### src/rtl/mapper_pkg.sv
package mapper_pkg;
    localparam int CPU_AW    = 16;
    localparam int DATA_W    = 8;
    localparam int CHR_SLOTS = 8;
    localparam int SLOT_W    = $clog2(CHR_SLOTS);
    localparam int PPU_AW    = SLOT_W + 10;

    localparam logic [CPU_AW-1:0] ADDR_MASK  = 16'hF003;
    localparam logic [CPU_AW-1:0] SEL_PRG_LO = 16'h8000;
    localparam logic [CPU_AW-1:0] SEL_MIRROR = 16'h9000;
    localparam logic [CPU_AW-1:0] SEL_PRG_HI = 16'hA000;

    typedef struct packed {
        logic [DATA_W-1:0]                 prg_lo;
        logic [DATA_W-1:0]                 prg_hi;
        logic [CHR_SLOTS-1:0][DATA_W-1:0]  chr;
        logic                              mirror;
    } bank_state_t;

    // Pairs of slots share a high nibble; address bit 1 splits each pair.
    function automatic logic [CPU_AW-1:0] chr_sel_addr(input int slot);
        return CPU_AW'(32'hB000 + (slot / 2) * 32'h1000 + (slot % 2) * 2);
    endfunction
endpackage

### src/rtl/mapper_regs.sv
module mapper_regs
    import mapper_pkg::*;
(
    input  logic               clk,
    input  logic               rst_n,
    input  logic [CPU_AW-1:0]  cpu_addr,
    input  logic [DATA_W-1:0]  cpu_data,
    input  logic               cpu_wr,
    output bank_state_t        state_q
);
    bank_state_t        state_d;
    logic [CPU_AW-1:0]  masked;
    logic [CHR_SLOTS-1:0] chr_chg;

    always_comb begin
        state_d = state_q;
        masked  = cpu_addr & ADDR_MASK;
        if (cpu_wr) begin
            if (masked == SEL_PRG_LO) state_d.prg_lo = cpu_data;
            if (masked == SEL_PRG_HI) state_d.prg_hi = cpu_data;
            if (masked == SEL_MIRROR) state_d.mirror = cpu_data[0];
            for (int i = 0; i < CHR_SLOTS; i++) begin
                if (masked == chr_sel_addr(i)) state_d.chr[i] = cpu_data;
            end
        end
        for (int i = 0; i < CHR_SLOTS; i++) begin
            chr_chg[i] = (state_d.chr[i] != state_q.chr[i]);
        end
    end

    always_ff @(posedge clk or negedge rst_n) begin
        if (!rst_n) state_q <= '0;
        else        state_q <= state_d;
    end

    AST_PRG_LO_LOAD: assert property (@(posedge clk) disable iff (!rst_n)
        (cpu_wr && (cpu_addr & ADDR_MASK) == SEL_PRG_LO) |=> state_q.prg_lo == $past(cpu_data));
    AST_PRG_HI_LOAD: assert property (@(posedge clk) disable iff (!rst_n)
        (cpu_wr && (cpu_addr & ADDR_MASK) == SEL_PRG_HI) |=> state_q.prg_hi == $past(cpu_data));
    AST_MIRROR_LOAD: assert property (@(posedge clk) disable iff (!rst_n)
        (cpu_wr && (cpu_addr & ADDR_MASK) == SEL_MIRROR) |=> state_q.mirror == $past(cpu_data[0]));
    AST_LOW_WRITE_IGNORED: assert property (@(posedge clk) disable iff (!rst_n)
        (cpu_wr && !cpu_addr[CPU_AW-1]) |=> $stable(state_q));
    AST_IDLE_HOLDS: assert property (@(posedge clk) disable iff (!rst_n)
        !cpu_wr |=> $stable(state_q));
    AST_ONE_CHR_SLOT: assert property (@(posedge clk) disable iff (!rst_n)
        $onehot0(chr_chg));
endmodule

### src/rtl/prg_xlat.sv
module prg_xlat
    import mapper_pkg::*;
#(
    parameter int BANKS = 11,
    localparam int BW   = $clog2(BANKS)
) (
    input  logic              clk,
    input  logic              rst_n,
    input  logic [14:0]       cpu_off,
    input  logic [DATA_W-1:0] bank_lo,
    input  logic [DATA_W-1:0] bank_hi,
    output logic [BW+12:0]    rom_addr
);
    logic [BW-1:0] sel;

    always_comb begin
        unique case (cpu_off[14:13])
            2'd0:    sel = BW'(32'(bank_lo) % BANKS);
            2'd1:    sel = BW'(32'(bank_hi) % BANKS);
            2'd2:    sel = BW'(BANKS - 2);
            default: sel = BW'(BANKS - 1);
        endcase
        rom_addr = {sel, cpu_off[12:0]};
    end

    AST_PRG_IN_RANGE: assert property (@(posedge clk) disable iff (!rst_n)
        32'(rom_addr[BW+12:13]) < BANKS);
    AST_PRG_OFFSET_PASS: assert property (@(posedge clk) disable iff (!rst_n)
        rom_addr[12:0] == cpu_off[12:0]);
endmodule

### src/rtl/chr_xlat.sv
module chr_xlat
    import mapper_pkg::*;
#(
    parameter int BANKS = 11,
    localparam int BW   = $clog2(BANKS)
) (
    input  logic                             clk,
    input  logic                             rst_n,
    input  logic [PPU_AW-1:0]                ppu_addr,
    input  logic [CHR_SLOTS-1:0][DATA_W-1:0] banks,
    output logic [BW+9:0]                    rom_addr
);
    logic [DATA_W-1:0] raw;
    logic [BW-1:0]     sel;

    always_comb begin
        raw      = banks[ppu_addr[PPU_AW-1:10]];
        sel      = BW'(32'(raw) % BANKS);
        rom_addr = {sel, ppu_addr[9:0]};
    end

    AST_CHR_IN_RANGE: assert property (@(posedge clk) disable iff (!rst_n)
        32'(rom_addr[BW+9:10]) < BANKS);
endmodule

### src/rtl/mapper_bank_ctl.sv
module mapper_bank_ctl
    import mapper_pkg::*;
#(
    parameter int PRG_BANKS = 11,
    parameter int CHR_BANKS = 11,
    localparam int PRG_BW   = $clog2(PRG_BANKS),
    localparam int CHR_BW   = $clog2(CHR_BANKS)
) (
    input  logic               clk,
    input  logic               rst_n,
    input  logic [15:0]        cpu_addr,
    input  logic [7:0]         cpu_data,
    input  logic               cpu_wr,
    input  logic [12:0]        ppu_addr,
    output logic [PRG_BW+12:0] prg_rom_addr,
    output logic [CHR_BW+9:0]  chr_rom_addr,
    output logic               mirror_horiz
);
    bank_state_t state_q;

    mapper_regs regs_i (
        .clk      (clk),
        .rst_n    (rst_n),
        .cpu_addr (cpu_addr),
        .cpu_data (cpu_data),
        .cpu_wr   (cpu_wr),
        .state_q  (state_q)
    );

    prg_xlat #(.BANKS(PRG_BANKS)) prg_i (
        .clk      (clk),
        .rst_n    (rst_n),
        .cpu_off  (cpu_addr[14:0]),
        .bank_lo  (state_q.prg_lo),
        .bank_hi  (state_q.prg_hi),
        .rom_addr (prg_rom_addr)
    );

    chr_xlat #(.BANKS(CHR_BANKS)) chr_i (
        .clk      (clk),
        .rst_n    (rst_n),
        .ppu_addr (ppu_addr),
        .banks    (state_q.chr),
        .rom_addr (chr_rom_addr)
    );

    assign mirror_horiz = state_q.mirror;

    AST_RESET_VERTICAL: assert property (@(posedge clk)
        !rst_n |-> !mirror_horiz);
endmodule

### config.mk
export PLATFORM = sky130hd
export DESIGN_NAME = mapper_bank_ctl
export DESIGN_NICKNAME = d
export VERILOG_FILES = /design/src/rtl/mapper_pkg.sv /design/src/rtl/mapper_regs.sv /design/src/rtl/prg_xlat.sv /design/src/rtl/chr_xlat.sv /design/src/rtl/mapper_bank_ctl.sv
export SDC_FILE = /design/constraint.sdc
export NUM_CORES = 1
export LEC_CHECK = 0
export BUFFER_PORTS_ARGS = -buffer_cell sky130_fd_sc_hd__buf_2
export CAP_MARGIN = 10
export CORE_MARGIN = 2
export CORE_UTILIZATION = 40
export DETAILED_ROUTE_END_ITERATION = 6
export HOLD_SLACK_MARGIN = 0.02
export PLACE_DENSITY = 0.64
export REMOVE_ABC_BUFFERS = 1
export SYNTH_ARGS = -nofsm -noshare
export SYNTH_HDL_FRONTEND = slang
export SYNTH_SLANG_ARGS = --single-unit
### constraint.sdc
create_clock -name clk -period 13.65 [get_ports clk]
set_clock_uncertainty 0.05 [all_clocks]
set_input_delay 0.6825 -clock clk [delete_from_list [all_inputs] [get_ports clk]]
set_output_delay 0.6825 -clock clk [all_outputs]
set_load 0.005 [all_outputs]
==> reports/metrics.yaml <==
pwr:
  netSwitchingFraction_pct: 34.7
  seq_power_share_pct: 28.6
  pwr-share-comb_pct: 44.8
  cell_internal_pwr_mw: 0.659
  peakVddDrop_mv: 0.102
  power_switching_mw: 0.349
  cellPowerDensity_mw_per_mm2: 164
  p_leak_nw: 2.64
  p_clk_share_pct: 26.5
  power_mw: 1.01
final_layout:
  top_register: "regs_i.state_q"
  antenna_cells: 0
  fin_area_mm2: 0.00613
  final_cells: 707
  drive_gt1_share_pct: 35.1
  num-fill-cells: 1267
  multi_input_area_mm2: 0.00332
  largest_register_ffs: 81
  seqCellArea_mm2: 0.00203
  final_nets: 569
  reg_top3: "regs_i.state_q x81"
  area_delta_synth_final_pct: 7.29
cts:
  clk_pin_slew_ns: 0.06
  clk_path_buf_depth: 2
  cts_hold_buf: 0
  postCtsSetupBuffers: 0
  clock-sinks: 81
  cts-root-buf: "clkbuf_16"
  cts_resized: 0
  cts_buffers: 9
  clk_latency_ns: 0.33
  h-tree-depth: 3
  cts_tree: "built"
route:
  vias: 4251
  routedWlPerCell_um: 18.2
  drtIter0Drc: 386
  via_per_inst: 6.01
  drc_errors: 0
  final_antenna_net_count: 0
  drt_wl_total_mm: 12.9
  drt_pass1_iterations: 5
global_route:
  grt_pass1_wl_mm: 20.5
  grtUsageTotal_pct: 17.0
  antenna_found_initial: 0
  grt_max_degree: 82
  grt_pass1_vias: 4137
  grt_overflow: 0
place:
  dp_hpwl_mm: 9.07
  portBuffers: 31
  place_ws_ns: 5.93
  place_inst: 691
  gp_congestion: 0.875
  placed_cell_area_mm2: 0.00579
timing:
  tns_ns: 0
  slew_violations: 0
  fmax_mhz: 128
  max_slew_margin_pct: 34.5
  finalCriticalPeriod_ns: 7.78
  setup_violations: 0
  hold_viol: 0
  worstMarginPinSlew_ns: 0.983
  period_share_pct: 57.0
  rsz0062_at_grt: "false"
  timing.final.ws_setup_ns: 5.87
setup_path:
  critPathMaxFanout: 15
  cp_top_family: "compound AO/OA/AOI/OAI gates"
  critical_path_arrival_ns: 7.05
  cp_common_cell: "ha_1"
  path_class: "input port to output port"
  start_kind: "input port"
  critical_path_required_ns: 12.92
  cp.buffers_inverters: 4
  crit_slowest_cell: "mux4_2"
  slowest_delay_ns: 0.60
  critPathCaptureType: "output port"
die:
  num_rows: 43
  die-area_mm2: 0.0153
  die_x_um: 124
  coreArea_mm2: 0.0139
  die_y_um: 124
  initial_core_util_pct: 41.0
  io_pins: 72
synthesis:
  synth-seq-cells: 81
  synthFlopType: "dfrtp_1"
  avgSynthCellArea_um2: 10.7
  synth_edf_count: 0
  ys.warnings.count: 0
  postSynthCellCount: 532
  syn_area_mm2: 0.00571
  synth.distinct_cells: 75
  yosysSeqAreaShare_pct: 35.5
  async_flop_share_pct: 100
status:
  outcome: "completed"
worst_hold_path:
  hp-class: "flop to flop"
run:
  max_cap_violations: 0
-- cell usage in the layout (no fill, tap or decap), drive strengths merged, types with 7 or more instances in the layout --
cell	count
mux2	98
mux2i	16
mux4	16
nand2	24
o21ai	29
dfrtp	81
o211ai	11
nand3	11
clkbuf	11
xnor2	11
buf	35
a211oi	12
a21oi	25
ha	7
inv	9
nor3	21
nor2	24
-- through the flow --
step           hold WS, ns  utilization, %
2_1_floorplan        0.337               -
3_3_place_gp         0.433            41.6
3_5_place_dp         0.439            41.6
4_1_cts              0.453            44.0
5_1_grt              0.465            44.0
6_report             0.451            44.0
-- per-layer routing --
metal,track usage [%],vias to the layer above,wire [µm]
met4,3.98,0,153
met2,28.5,120,6270
met5,0,-,0
met3,3.46,16,590
li1,-,1988,-
met1,22.7,2127,5850
-- power by group through the flow --
stage / Combinational (mW) / Clock, mW / Sequential [mW]
after floorplan: 0.340 / 0 / 0.286
after global placement: 0.434 / 0 / 0.290
after detailed placement: 0.447 / 0 / 0.292
after CTS: 0.450 / 0.272 / 0.288
after global routing: 0.496 / 0.283 / 0.292
final: 0.452 / 0.268 / 0.288
-- synth_stat cells, drive strengths merged, types with 11 or more instances --
cell type / n / share of area [%]
nor2: 24 / 1.6
buf: 45 / 5.2
a21oi: 25 / 2.3
mux4: 16 / 6.3
nand3: 11 / 0.96
xnor2: 11 / 1.7
a211oi: 12 / 1.8
nand2: 24 / 1.6
o211ai: 11 / 1.5
clkbuf: 11 / 0.72
mux2i: 16 / 3.2
dfrtp: 81 / 35
o21ai: 29 / 2.7
mux2: 98 / 19
nor3: 21 / 1.9
-- cell type report --
class | instances | area share [%]
Clock buffer | 11 | 3.80
Clock inverter | 5 | 1.69
Inverter | 9 | 0.551
Multi-Input combinational cell | 386 | 54.2
Sequential cell | 81 | 33.1
Tap cell | 180 | 3.67
Timing Repair Buffer | 35 | 3.06
-- path summary, 6_finish.rpt --
| check | from | to | slack (ns) | cells after the start |
|---|---|---|---|---|
| min reg2reg | regs_i.state_q[35]$_DFFE_PN0P_ | regs_i.state_q[35]$_DFFE_PN0P_ | 0.45 | 1 |
| min | regs_i.state_q[35]$_DFFE_PN0P_ | regs_i.state_q[35]$_DFFE_PN0P_ | 0.45 | 1 |
| max in group asynchronous | rst_n | regs_i.state_q[0]$_DFFE_PN0P_ | 12.46 | 1 |
| max reg2reg | regs_i.state_q[30]$_DFFE_PN0P_ | regs_i.state_q[30]$_DFFE_PN0P_ | 12.82 | 1 |
| min in group asynchronous | rst_n | regs_i.state_q[50]$_DFFE_PN0P_ | 0.46 | 1 |
| max | ppu_addr[10] | chr_rom_addr[11] | 5.87 | 26 |
-- kinds of logic after synthesis --
kind of cell | count (synthesis) | synth area share, %
xor+xnor | 13 | 1.99
flops | 81 | 35.5
mux | 130 | 29.0
simple gates | 113 | 10.2
buf+inv | 65 | 6.53
compound gates | 123 | 15.3
fa+ha+maj | 7 | 1.53
Note: power is estimated with default switching activity, not from simulation.
